### config.mk
export PLATFORM = sky130hd
export DESIGN_NAME = mem_scrambler
export DESIGN_NICKNAME = d
export VERILOG_FILES = /design/src/rtl/scr_pkg.sv /design/src/rtl/scr_pin_reg.sv /design/src/rtl/scr_pattern_gen.sv /design/src/rtl/scr_ctrl.sv /design/src/rtl/scr_lane.sv /design/src/rtl/mem_scrambler.sv
export SDC_FILE = /design/constraint.sdc
export NUM_CORES = 1
export LEC_CHECK = 0
export BUFFER_PORTS_ARGS = -buffer_cell sky130_fd_sc_hd__buf_2
export CORE_MARGIN = 2
export CORE_UTILIZATION = 30
export DETAILED_ROUTE_END_ITERATION = 7
export GPL_TIMING_DRIVEN = 0
export PLACE_DENSITY = 0.55
export SLEW_MARGIN = 10
export SYNTH_ARGS = -nofsm -noshare
export SYNTH_HDL_FRONTEND = slang
export SYNTH_HIERARCHICAL = 1
export SYNTH_SLANG_ARGS = --single-unit
### constraint.sdc
create_clock -name clk -period 1.6 [get_ports clk]
set_clock_uncertainty 0.1 [all_clocks]
set_input_delay 0.4 -clock clk [delete_from_list [all_inputs] [get_ports clk]]
set_output_delay 0.4 -clock clk [all_outputs]
set_load 0.01 [all_outputs]
### src/rtl/scr_pkg.sv
package scr_pkg;
  localparam int DEF_DATA_W = 128;
  localparam int DEF_ADDR_W = 16;
  localparam int DEF_PIN_W  = 32;

  typedef enum logic [1:0] {
    CAUSE_NONE    = 2'd0,
    CAUSE_NOPIN   = 2'd1,
    CAUSE_COLLIDE = 2'd2,
    CAUSE_RO_WR   = 2'd3
  } err_cause_e;
endpackage

### src/rtl/scr_pin_reg.sv
module scr_pin_reg #(
  parameter int PIN_W = scr_pkg::DEF_PIN_W
) (
  input  logic             clk,
  input  logic             rst_n,
  input  logic             pin_load,
  input  logic             pin_clear,
  input  logic [PIN_W-1:0] pin_in,
  output logic [PIN_W-1:0] pin_q,
  output logic             pin_ok
);
  always_ff @(posedge clk or negedge rst_n) begin
    if (!rst_n) begin
      pin_q  <= '0;
      pin_ok <= 1'b0;
    end else if (pin_clear) begin
      pin_q  <= '0;
      pin_ok <= 1'b0;
    end else if (pin_load) begin
      pin_q  <= pin_in;
      pin_ok <= 1'b1;
    end
  end
endmodule

### src/rtl/scr_pattern_gen.sv
module scr_pattern_gen #(
  parameter int DATA_W = scr_pkg::DEF_DATA_W,
  parameter int ADDR_W = scr_pkg::DEF_ADDR_W,
  parameter int PIN_W  = scr_pkg::DEF_PIN_W
) (
  input  logic [PIN_W-1:0]  pin,
  input  logic [ADDR_W-1:0] addr,
  output logic [DATA_W-1:0] pattern
);
  localparam int PAD_W = DATA_W - PIN_W;

  function automatic logic [DATA_W-1:0] mix_addr(input logic [ADDR_W-1:0] a);
    logic [DATA_W-1:0] m;
    for (int i = 0; i < DATA_W; i++) begin
      logic tap_c;
      tap_c = 1'(i) ^ 1'(i >> 3);
      m[i] = a[(i * 7) % ADDR_W] ^ a[(i * 13 + 1) % ADDR_W] ^ tap_c;
    end
    return m;
  endfunction

  function automatic logic [DATA_W-1:0] make_pattern(input logic [PIN_W-1:0] p,
                                                     input logic [ADDR_W-1:0] a);
    return {{PAD_W{1'b0}}, p} ^ mix_addr(a);
  endfunction

  assign pattern = make_pattern(pin, addr);
endmodule

### src/rtl/scr_ctrl.sv
module scr_ctrl (
  input  logic                  pin_ok,
  input  logic                  pin_clear,
  input  logic                  region_ro,
  input  logic                  wr_valid,
  input  logic                  rd_valid,
  output logic                  wr_go,
  output logic                  rd_go,
  output logic                  err_evt,
  output scr_pkg::err_cause_e   err_code
);
  import scr_pkg::*;
  logic usable, collide, any_req, ro_wr;

  always_comb begin
    usable  = pin_ok && !pin_clear;
    collide = wr_valid && rd_valid;
    any_req = wr_valid || rd_valid;
    ro_wr   = wr_valid && !rd_valid && region_ro;
    wr_go   = wr_valid && !rd_valid && usable && !region_ro;
    rd_go   = rd_valid && !wr_valid && usable;
    err_evt = 1'b0;
    err_code = CAUSE_NONE;
    if (collide) begin
      err_evt  = 1'b1;
      err_code = CAUSE_COLLIDE;
    end else if (pin_clear || (any_req && !usable)) begin
      err_evt  = 1'b1;
      err_code = CAUSE_NOPIN;
    end else if (ro_wr) begin
      err_evt  = 1'b1;
      err_code = CAUSE_RO_WR;
    end
  end
endmodule

### src/rtl/scr_lane.sv
module scr_lane #(
  parameter int DATA_W = scr_pkg::DEF_DATA_W
) (
  input  logic              clk,
  input  logic              rst_n,
  input  logic              go,
  input  logic [DATA_W-1:0] word_in,
  input  logic [DATA_W-1:0] pattern,
  output logic              out_valid,
  output logic [DATA_W-1:0] out_word
);
  always_ff @(posedge clk or negedge rst_n) begin
    if (!rst_n) begin
      out_valid <= 1'b0;
      out_word  <= '0;
    end else begin
      out_valid <= go;
      out_word  <= go ? (word_in ^ pattern) : '0;
    end
  end
endmodule

### src/rtl/mem_scrambler.sv
module mem_scrambler #(
  parameter int DATA_W = scr_pkg::DEF_DATA_W,
  parameter int ADDR_W = scr_pkg::DEF_ADDR_W,
  parameter int PIN_W  = scr_pkg::DEF_PIN_W
) (
  input  logic              clk,
  input  logic              rst_n,
  input  logic              pin_load,
  input  logic              pin_clear,
  input  logic [PIN_W-1:0]  pin_in,
  input  logic              region_ro,
  input  logic              wr_valid,
  input  logic [ADDR_W-1:0] wr_addr,
  input  logic [DATA_W-1:0] wr_cipher,
  output logic              mem_wr_valid,
  output logic [ADDR_W-1:0] mem_wr_addr,
  output logic [DATA_W-1:0] mem_wr_data,
  input  logic              rd_valid,
  input  logic [ADDR_W-1:0] rd_addr,
  input  logic [DATA_W-1:0] mem_rd_data,
  output logic              rd_out_valid,
  output logic [DATA_W-1:0] rd_out_cipher,
  output logic              err_valid,
  output logic [1:0]        err_cause
);
  import scr_pkg::*;
  localparam int N_LANES = 2;

  logic [PIN_W-1:0]  pin_q;
  logic              pin_ok;
  logic              wr_go, rd_go, err_evt;
  err_cause_e        err_code;
  logic [ADDR_W-1:0] lane_addr [N_LANES];
  logic [DATA_W-1:0] lane_in   [N_LANES];
  logic [DATA_W-1:0] lane_pat  [N_LANES];
  logic [DATA_W-1:0] lane_out  [N_LANES];
  logic              lane_go   [N_LANES];
  logic              lane_vld  [N_LANES];

  scr_pin_reg #(.PIN_W(PIN_W)) u_pin (
    .clk(clk), .rst_n(rst_n), .pin_load(pin_load), .pin_clear(pin_clear),
    .pin_in(pin_in), .pin_q(pin_q), .pin_ok(pin_ok)
  );

  scr_ctrl u_ctrl (
    .pin_ok(pin_ok), .pin_clear(pin_clear), .region_ro(region_ro),
    .wr_valid(wr_valid), .rd_valid(rd_valid), .wr_go(wr_go), .rd_go(rd_go),
    .err_evt(err_evt), .err_code(err_code)
  );

  assign lane_addr[0] = wr_addr;
  assign lane_in[0]   = wr_cipher;
  assign lane_go[0]   = wr_go;
  assign lane_addr[1] = rd_addr;
  assign lane_in[1]   = mem_rd_data;
  assign lane_go[1]   = rd_go;

  for (genvar g = 0; g < N_LANES; g++) begin : g_lane
    scr_pattern_gen #(.DATA_W(DATA_W), .ADDR_W(ADDR_W), .PIN_W(PIN_W)) u_pat (
      .pin(pin_q), .addr(lane_addr[g]), .pattern(lane_pat[g])
    );
    scr_lane #(.DATA_W(DATA_W)) u_lane (
      .clk(clk), .rst_n(rst_n), .go(lane_go[g]), .word_in(lane_in[g]),
      .pattern(lane_pat[g]), .out_valid(lane_vld[g]), .out_word(lane_out[g])
    );
  end

  assign mem_wr_valid  = lane_vld[0];
  assign mem_wr_data   = lane_out[0];
  assign rd_out_valid  = lane_vld[1];
  assign rd_out_cipher = lane_out[1];

  always_ff @(posedge clk or negedge rst_n) begin
    if (!rst_n) begin
      mem_wr_addr <= '0;
      err_valid   <= 1'b0;
      err_cause   <= 2'd0;
    end else begin
      mem_wr_addr <= wr_go ? wr_addr : '0;
      err_valid   <= err_evt;
      err_cause   <= err_evt ? err_code : CAUSE_NONE;
    end
  end
endmodule

==> out/results.txt, run 1 <==
Final setup violation count -> 1
Worst-skew pair later-pin latency -> 0.55 ns
CP delay by family, top -> flip-flops
CTS sink cnt -> 310
RSZ-0062 raised after global routing -> true
CTS Root Cell -> clkbuf_16
Power density over the cells -> 948.0 nW/um^2
Failing checks -> hold timing, setup timing
Pins Over Slew Limit -> 0
Final worst path period share -> 100.7%
Final GP Congestion -> 0.8891
Routed Antenna Nets -> 0
Yosys warnings -> 6
Commonest non-fill, non-tap cell in the layout -> buf_2
Required time of the critical path -> 1.10 ns
RR Endpoint -> g_lane[1].u_lane/out_word[91]
Cell Rows -> 84
Final hold viol count -> 54
Die area -> 55270 um^2
Critical path fanouts, max -> 1
Library cells used by synthesis -> 25
Clock transition at the registers of the reported paths -> 0.06 ns
Die H -> 235.1 um
Gr busiest metal -> met2
FILL cells -> 5025
Core area -> 52660 um^2
Gr ovfl total -> 0
Seq/Total Area, Yosys -> 48.41%
Number of H-tree levels -> 2
Syn Inst Count -> 1244
Mean Syn Cell Area -> 12.88 um^2
CP bufs+invs -> 1
Starting DRC count in detailed routing -> 358
CTS tree -> done
Startpoint types -> flip-flop
Register bit count reported by yosys -> 310
# DRC -> 0
Share of cells above drive strength 1 -> 49.54%
Post-route setup TNS -> -0.01071 ns
Met1 usage -> 25.86%
Port Buffer Count -> 586
Worst R2R Start -> u_pin/pin_ok
Vias per Instance -> 4.061
Worst slew margin -> 30.71%
Most frequent cells in the layout -> buf_2 (540), dfrtp_1 (310), xor2_1 (266)
Min Clock Period, post-route -> 1.611 ns
Critical Path End Type -> primary output
First-pass DRT Iterations -> 5
Post-CTS Hold Fix Bufs -> 43
Total Power -> 21.02 mW
Delay of the slowest critical-path stage -> 0.40 ns
Largest net degree at the start of global routing -> 93
Mapped Area -> 16020 um^2
Hold slack -> -0.3324 ns
Ports -> 604
Worst EP arrival -> 1.11 ns
Met3 usage in global routing -> 4.667%
Worst vdd ir -> 640.0 uV
Worst reg2reg setup slack -> 0.03 ns
Routed wire per std cell -> 21.36 um
Initial Utilization -> 30.43%
Crit path cell chain -> buf_2
R2R cell count -> 5
Final Net Count -> 2247
Worst-case clock buffer depth -> 3
Status -> finished with violations
Maxcap violations -> 0
Fin worst setup slack -> -0.01071 ns
Lkg Pwr -> 12.49 nW
Area growth syn-to-layout -> 38.36%
Antenna violations before repair -> 17
M2 GR Usage -> 32.85%
Via count -> 10770
First-pass GRT wire length -> 80050 um
Slew @ Worst Pin -> 1.036 ns
Num CTS Buffers -> 39
Final WL -> 56640 um
Die width -> 235.1 um
Worst Hold Class -> in -> async
DP HPWL -> 45180 um
GR Util All Layers -> 20.01%
Critical path type -> reg -> out
Slowest cell on the critical path -> dfrtp_1
Vias in the first global route -> 11230
Mapped Nets -> 1571
Core Util, Final -> 42.10%
Max Clock Freq -> 620.8 MHz
cell usage after synthesis:
cell	n	area, um^2
o211ai_1	1	7.510
xor2_1	272	2382
buf_4	168	1261
buf_2	4	20.02
dfrtp_1	310	7757
o21a_1	1	7.510
buf_6	50	563.0
and2_2	66	495.5
nand2b_1	1	6.260
clkbuf_1	2	7.510
a221oi_2	1	15.01
nor3_1	1	5.000
nor2_1	36	135.1
and3b_1	2	17.52
o21ai_0	1	5.000
clkbuf_4	2	15.01
xnor2_1	16	140.1
mux2i_1	32	320.3
xor3_1	32	760.7
xnor3_1	32	720.7
buf_12	3	60.06
inv_1	1	3.750
and2_1	208	1301
and3_1	1	6.260
nor2b_2	1	8.760
routing by layer:
metal | part of all wire (%) | vias up
met3 | 6.1 | 94
met2 | 49 | 365
met4 | 2.8 | 10
li1 | - | 5045
met5 | 0.13 | -
met1 | 42 | 5251
through the flow:
step | area (um^2) | setup slack, ns | std cells
4_1_cts | 21970 | -0.04622 | 2634
5_1_grt | 22160 | -0.05063 | 2646
3_3_place_gp | 19820 | -6.299 | 2518
2_1_floorplan | 16020 | 0.05868 | 1244
6_report | 22170 | -0.01071 | 2651
3_5_place_dp | 19910 | -0.7290 | 2521
flip-flops by register name, indices dropped and copies added (netlist names):
signal	cells
err_valid	1
mem_wr_addr	16
g_lane.u_lane/out_word	256
err_cause	2
u_pin/pin_ok	1
g_lane.u_lane/out_valid	2
u_pin/pin_q	32
power breakdown:
group          leakage [nW]  internal (mW)  switching (mW)
clock network         0.659           5.69            3.58
logic                  7.55           2.02            1.62
registers              4.28           7.99           0.109
worst max-delay path by stage:
stage          slack, ns                              to                          start  cells past startpoint
4_1_cts            -0.05                 mem_wr_data[89]  g_lane[0].u_lane/out_word[89]                      1
6_report           -0.01                 mem_wr_data[89]  g_lane[0].u_lane/out_word[89]                      1
2_1_floorplan       0.06  g_lane[0].u_lane/out_word[121]                    wr_addr[15]                      5
3_3_place_gp       -6.30  g_lane[1].u_lane/out_word[100]                          rst_n                      1
3_5_place_dp       -0.73  g_lane[0].u_lane/out_word[118]                      pin_clear                      6
5_1_grt            -0.05                 mem_wr_data[89]  g_lane[0].u_lane/out_word[89]                      1
logic make-up (layout without fill, tap and decap cells):
| logic type | after synthesis | in the layout | synth area share [%] |
|---|---|---|---|
| AO/OA/AOI/OAI | 4 | 4 | 0.2186 |
| XOR/XNOR | 352 | 352 | 24.99 |
| buffers and inverters | 230 | 932 | 12.05 |
| flip-flops | 310 | 310 | 48.41 |
| multiplexers | 32 | 32 | 1.999 |
| other | 0 | 17 | 0 |
| AND/OR/NAND/NOR | 316 | 316 | 12.33 |
area by class of cell:
| cell class | instances | area [um^2] | area share, % |
|---|---|---|---|
| clock inverter | 14 | 210.2 | 0.9481 |
| multi-input combinational | 704 | 6439 | 29.04 |
| sequential | 310 | 7757 | 34.99 |
| antenna | 17 | 42.54 | 0.1919 |
| buffer | 229 | 1953 | 8.810 |
| clock buffer | 53 | 1119 | 5.045 |
| tap | 688 | 860.8 | 3.883 |
| timing repair buffer | 635 | 3785 | 17.07 |
| inverter | 1 | 3.754 | 0.01693 |
timing repair:
item                       4_1_cts  5_1_grt
hold endpoints to repair        97       54
setup endpoints to repair      312       64
gates cloned                     0        0
resized for setup               73       30
pin swaps                        1        1
buffers inserted                 3        0
Note: power is estimated with default switching activity, not from simulation.
==> run 2, diff against run 1 <==
--- a/config.mk
+++ b/config.mk
@@ -10,7 +10,7 @@
 export CORE_UTILIZATION = 30
 export DETAILED_ROUTE_END_ITERATION = 7
 export GPL_TIMING_DRIVEN = 0
-export PLACE_DENSITY = 0.55
+export PLACE_DENSITY_LB_ADDON = 0.15
 export SLEW_MARGIN = 10
 export SYNTH_ARGS = -nofsm -noshare
 export SYNTH_HDL_FRONTEND = slang
==> constraint.sdc (replaced) <==
create_clock -name clk -period 1.6 [get_ports clk]
set_clock_uncertainty 0.1 [all_clocks]
set_input_delay 0.4 -clock clk [delete_from_list [all_inputs] [get_ports clk]]
set_output_delay 0.4 -clock clk [all_outputs]
set_load 0.005 [all_outputs]
==> run 2 against run 1 <==
Total power shrank 2.0%. Cell count shrank 0.15%. The run ends with hold timing left. Cell area shrank 1.0%. Sequential power is essentially flat. Largest cell class unchanged. Highest routed layer unchanged. Via count shrank 1.2%. Die area is the same. First-iteration DRC count grew 0.84%. Clock power shrank 3.0%. Critical endpoint is now mem_wr_addr[14].
==> out/results.txt, run 2 (synthesis gave the netlist of run 1 again) <==
Status -> finished with violations
Failing checks -> hold timing
Vias per Instance -> 4.018 (-1.0%)
Commonest non-fill, non-tap cell in the layout -> buf_2
Min Clock Period, post-route -> 1.580 ns (-0.03050 ns)
Cell Rows -> 84 (unchanged)
Largest net degree at the start of global routing -> 99 (+6.5%)
Vias in the first global route -> 11270 (+0.34%)
Post-route setup TNS -> 0 ns (+0.01071 ns)
Crit path depth -> 1 (unchanged)
Pins Over Slew Limit -> 0 (unchanged)
Placed cell area -> 19910 um^2 (unchanged)
Worst EP arrival -> 1.08 ns (-0.03 ns)
Delay of the slowest critical-path stage -> 0.39 ns (about the same)
Core Util, Final -> 41.68% (-0.42 points)
Hold slack -> -0.3633 ns (-0.03083 ns)
CTS Root Cell -> clkbuf_16
Non-filler instance count after layout -> 2647 (-0.15%)
R2R cell count -> 5 (unchanged)
Starting DRC count in detailed routing -> 361 (+0.84%)
FILL cells -> 5084 (+1.2%)
Comb pwr share -> 17.0% (-0.3 points)
Num CTS Buffers -> 40 (+2.6%)
Ports -> 604 (unchanged)
Critical path fanouts, max -> 1 (unchanged)
RSZ-0062 raised after global routing -> true
Post-CTS Hold Fix Bufs -> 44 (+2.3%)
CP bufs+invs -> 1 (unchanged)
Startpoint types -> flip-flop
Final worst path period share -> 98.76% (-1.9 points)
Share of cells above drive strength 1 -> 48.90% (-0.64 points)
Most flop-heavy register -> g_lane.u_lane/out_word
First-pass DRT Iterations -> 4 (-1)
Die area -> 55270 um^2 (unchanged)
Slowest cell on the critical path -> dfrtp_1
Final WL -> 57240 um (+1.1%)
CP delay by family, top -> flip-flops
Power density over the cells -> 938.3 nW/um^2 (-1.0%)
Initial Utilization -> 30.43% (unchanged)
Worst slew margin -> 34.78% (+4.1 points)
Routed Antenna Nets -> 0 (unchanged)
Crit path cell chain -> buf_2
Placed insts -> 2521 (unchanged)
Maxcap violations -> 0 (unchanged)
Max Clock Freq -> 632.8 MHz (+1.9%)
Slew @ Worst Pin -> 0.9750 ns (-0.06082 ns)
Via count -> 10640 (-1.2%)
Lkg Pwr -> 12.43 nW (-0.47%)
Critical path type -> reg -> out
Clock transition at the registers of the reported paths -> 0.06 ns (about the same)
GR Util All Layers -> 20.50% (+0.49 points)
Worst vdd ir -> 608.2 uV (-5.0%)
Max reg flops -> 256 (unchanged)
CTS sink cnt -> 310 (unchanged)
Worst-case clock buffer depth -> 3 (unchanged)
Net Sw Power -> 5.175 mW (-2.6%)
Area growth syn-to-layout -> 36.98%
Port Buffer Count -> 586 (unchanged)
Most frequent cells in the layout -> buf_2 (559), dfrtp_1 (310), xor2_1 (271)
# DRC -> 0 (unchanged)
Clock share of power -> 43.6% (-0.5 points)
Finished Cell Area -> 21950 um^2 (-1.0%)
Number of H-tree levels -> 2 (unchanged)
Die H -> 235.1 um (unchanged)
Total Power -> 20.59 mW (-2.0%)
Required time of the critical path -> 1.10 ns (about the same)
Core area -> 52660 um^2 (unchanged)
Final hold viol count -> 49 (-9.3%)
Pint -> 15.42 mW (-1.8%)
Net Sw Frac -> 25.13% (-0.14 points)
Reg power frac -> 39.3% (+0.8 points)
Gr ovfl total -> 0 (unchanged)
Area of the multi-input gates -> 6369 um^2 (-1.1%)
Critical Path End Type -> primary output
Antenna violations before repair -> 19 (+2)
Die width -> 235.1 um (unchanged)
First-pass GRT wire length -> 81610 um (+1.9%)
Regs by FF count -> g_lane.u_lane/out_word (256), u_pin/pin_q (32), mem_wr_addr (16)
Final GP Congestion -> 0.8032 (-9.7%)
DP HPWL -> 45710 um (+1.2%)
Worst-skew pair later-pin latency -> 0.55 ns (about the same)
Final setup violation count -> 0 (-1)
Routed wire per std cell -> 21.63 um (+1.2%)
Worst Hold Class -> in -> async
CTS tree -> done
Sequential Area -> 7757 um^2 (unchanged)
Final Net Count -> 2249 (+0.089%)
run 2: changes by cell type in the layout (fill, tap and decap cells not counted), moves of 5 or more:
cell and delta:
buf_6 -22, buf_2 +19, xor2_2 -5, diode_2 -7
xor2_1 +5
run 2: path summary, 6_finish.rpt:
kind / start / endpoint / slack, ns
max in group asynchronous: rst_n / g_lane[1].u_lane/out_word[7] / 0.43
max: mem_wr_addr[14] / mem_wr_addr[14] / 0.02
max reg2reg: u_pin/pin_ok / g_lane[0].u_lane/out_word[112] / 0.06
min: rst_n / g_lane[0].u_lane/out_word[115] / -0.36
min in group clk: pin_in[20] / u_pin/pin_q[20] / 0.04
min reg2reg: u_pin/pin_q[19] / u_pin/pin_q[19] / 0.48
run 2: power groups by stage:
stage	Combinational (mW)	Clock [mW]	Sequential (mW)
after floorplan	2.20	0	8.21
after global placement	3.37	0	8.24
after detailed placement	3.45	0	8.24
after CTS	3.57	9.30	8.10
after global routing	3.85	9.61	8.11
final	3.51	8.99	8.10
run 2: area by class of cell:
type	count	area share [%]
Clock buffer	58	5.376
Clock inverter	11	0.5359
Inverter	1	0.01710
Timing Repair Buffer	636	16.75
Tap cell	688	3.922
Buffer	229	8.927
Antenna cell	10	0.1140
Multi-Input combinational cell	704	29.02
Sequential cell	310	35.34
run 2: through the flow:
stage / worst slack [ns] / hold WS [ns]
2_1_floorplan: 0.05868 / 0.004409
3_3_place_gp: -6.466 / 0.4259
3_5_place_dp: -0.6575 / 0.2258
4_1_cts: -0.02234 / -0.3696
5_1_grt: -0.03135 / -0.3466
6_report: 0.01980 / -0.3633
run 2: per-layer routing:
layer	GRT usage [%]	vias up	routed length [um]
met3	7.129	89	4571
met4	5.792	18	1307
met1	24.00	5112	22470
met5	0	-	121
li1	-	5039	-
met2	35.46	378	28770
run 2: timing repair:
action / 4_1_cts / 5_1_grt
buffers inserted: 1 / 2
gates cloned: 0 / 0
hold endpoints to repair: 93 / 49
setup endpoints to repair: 220 / 171
gates resized for setup: 42 / 20
pin swaps: 0 / 0
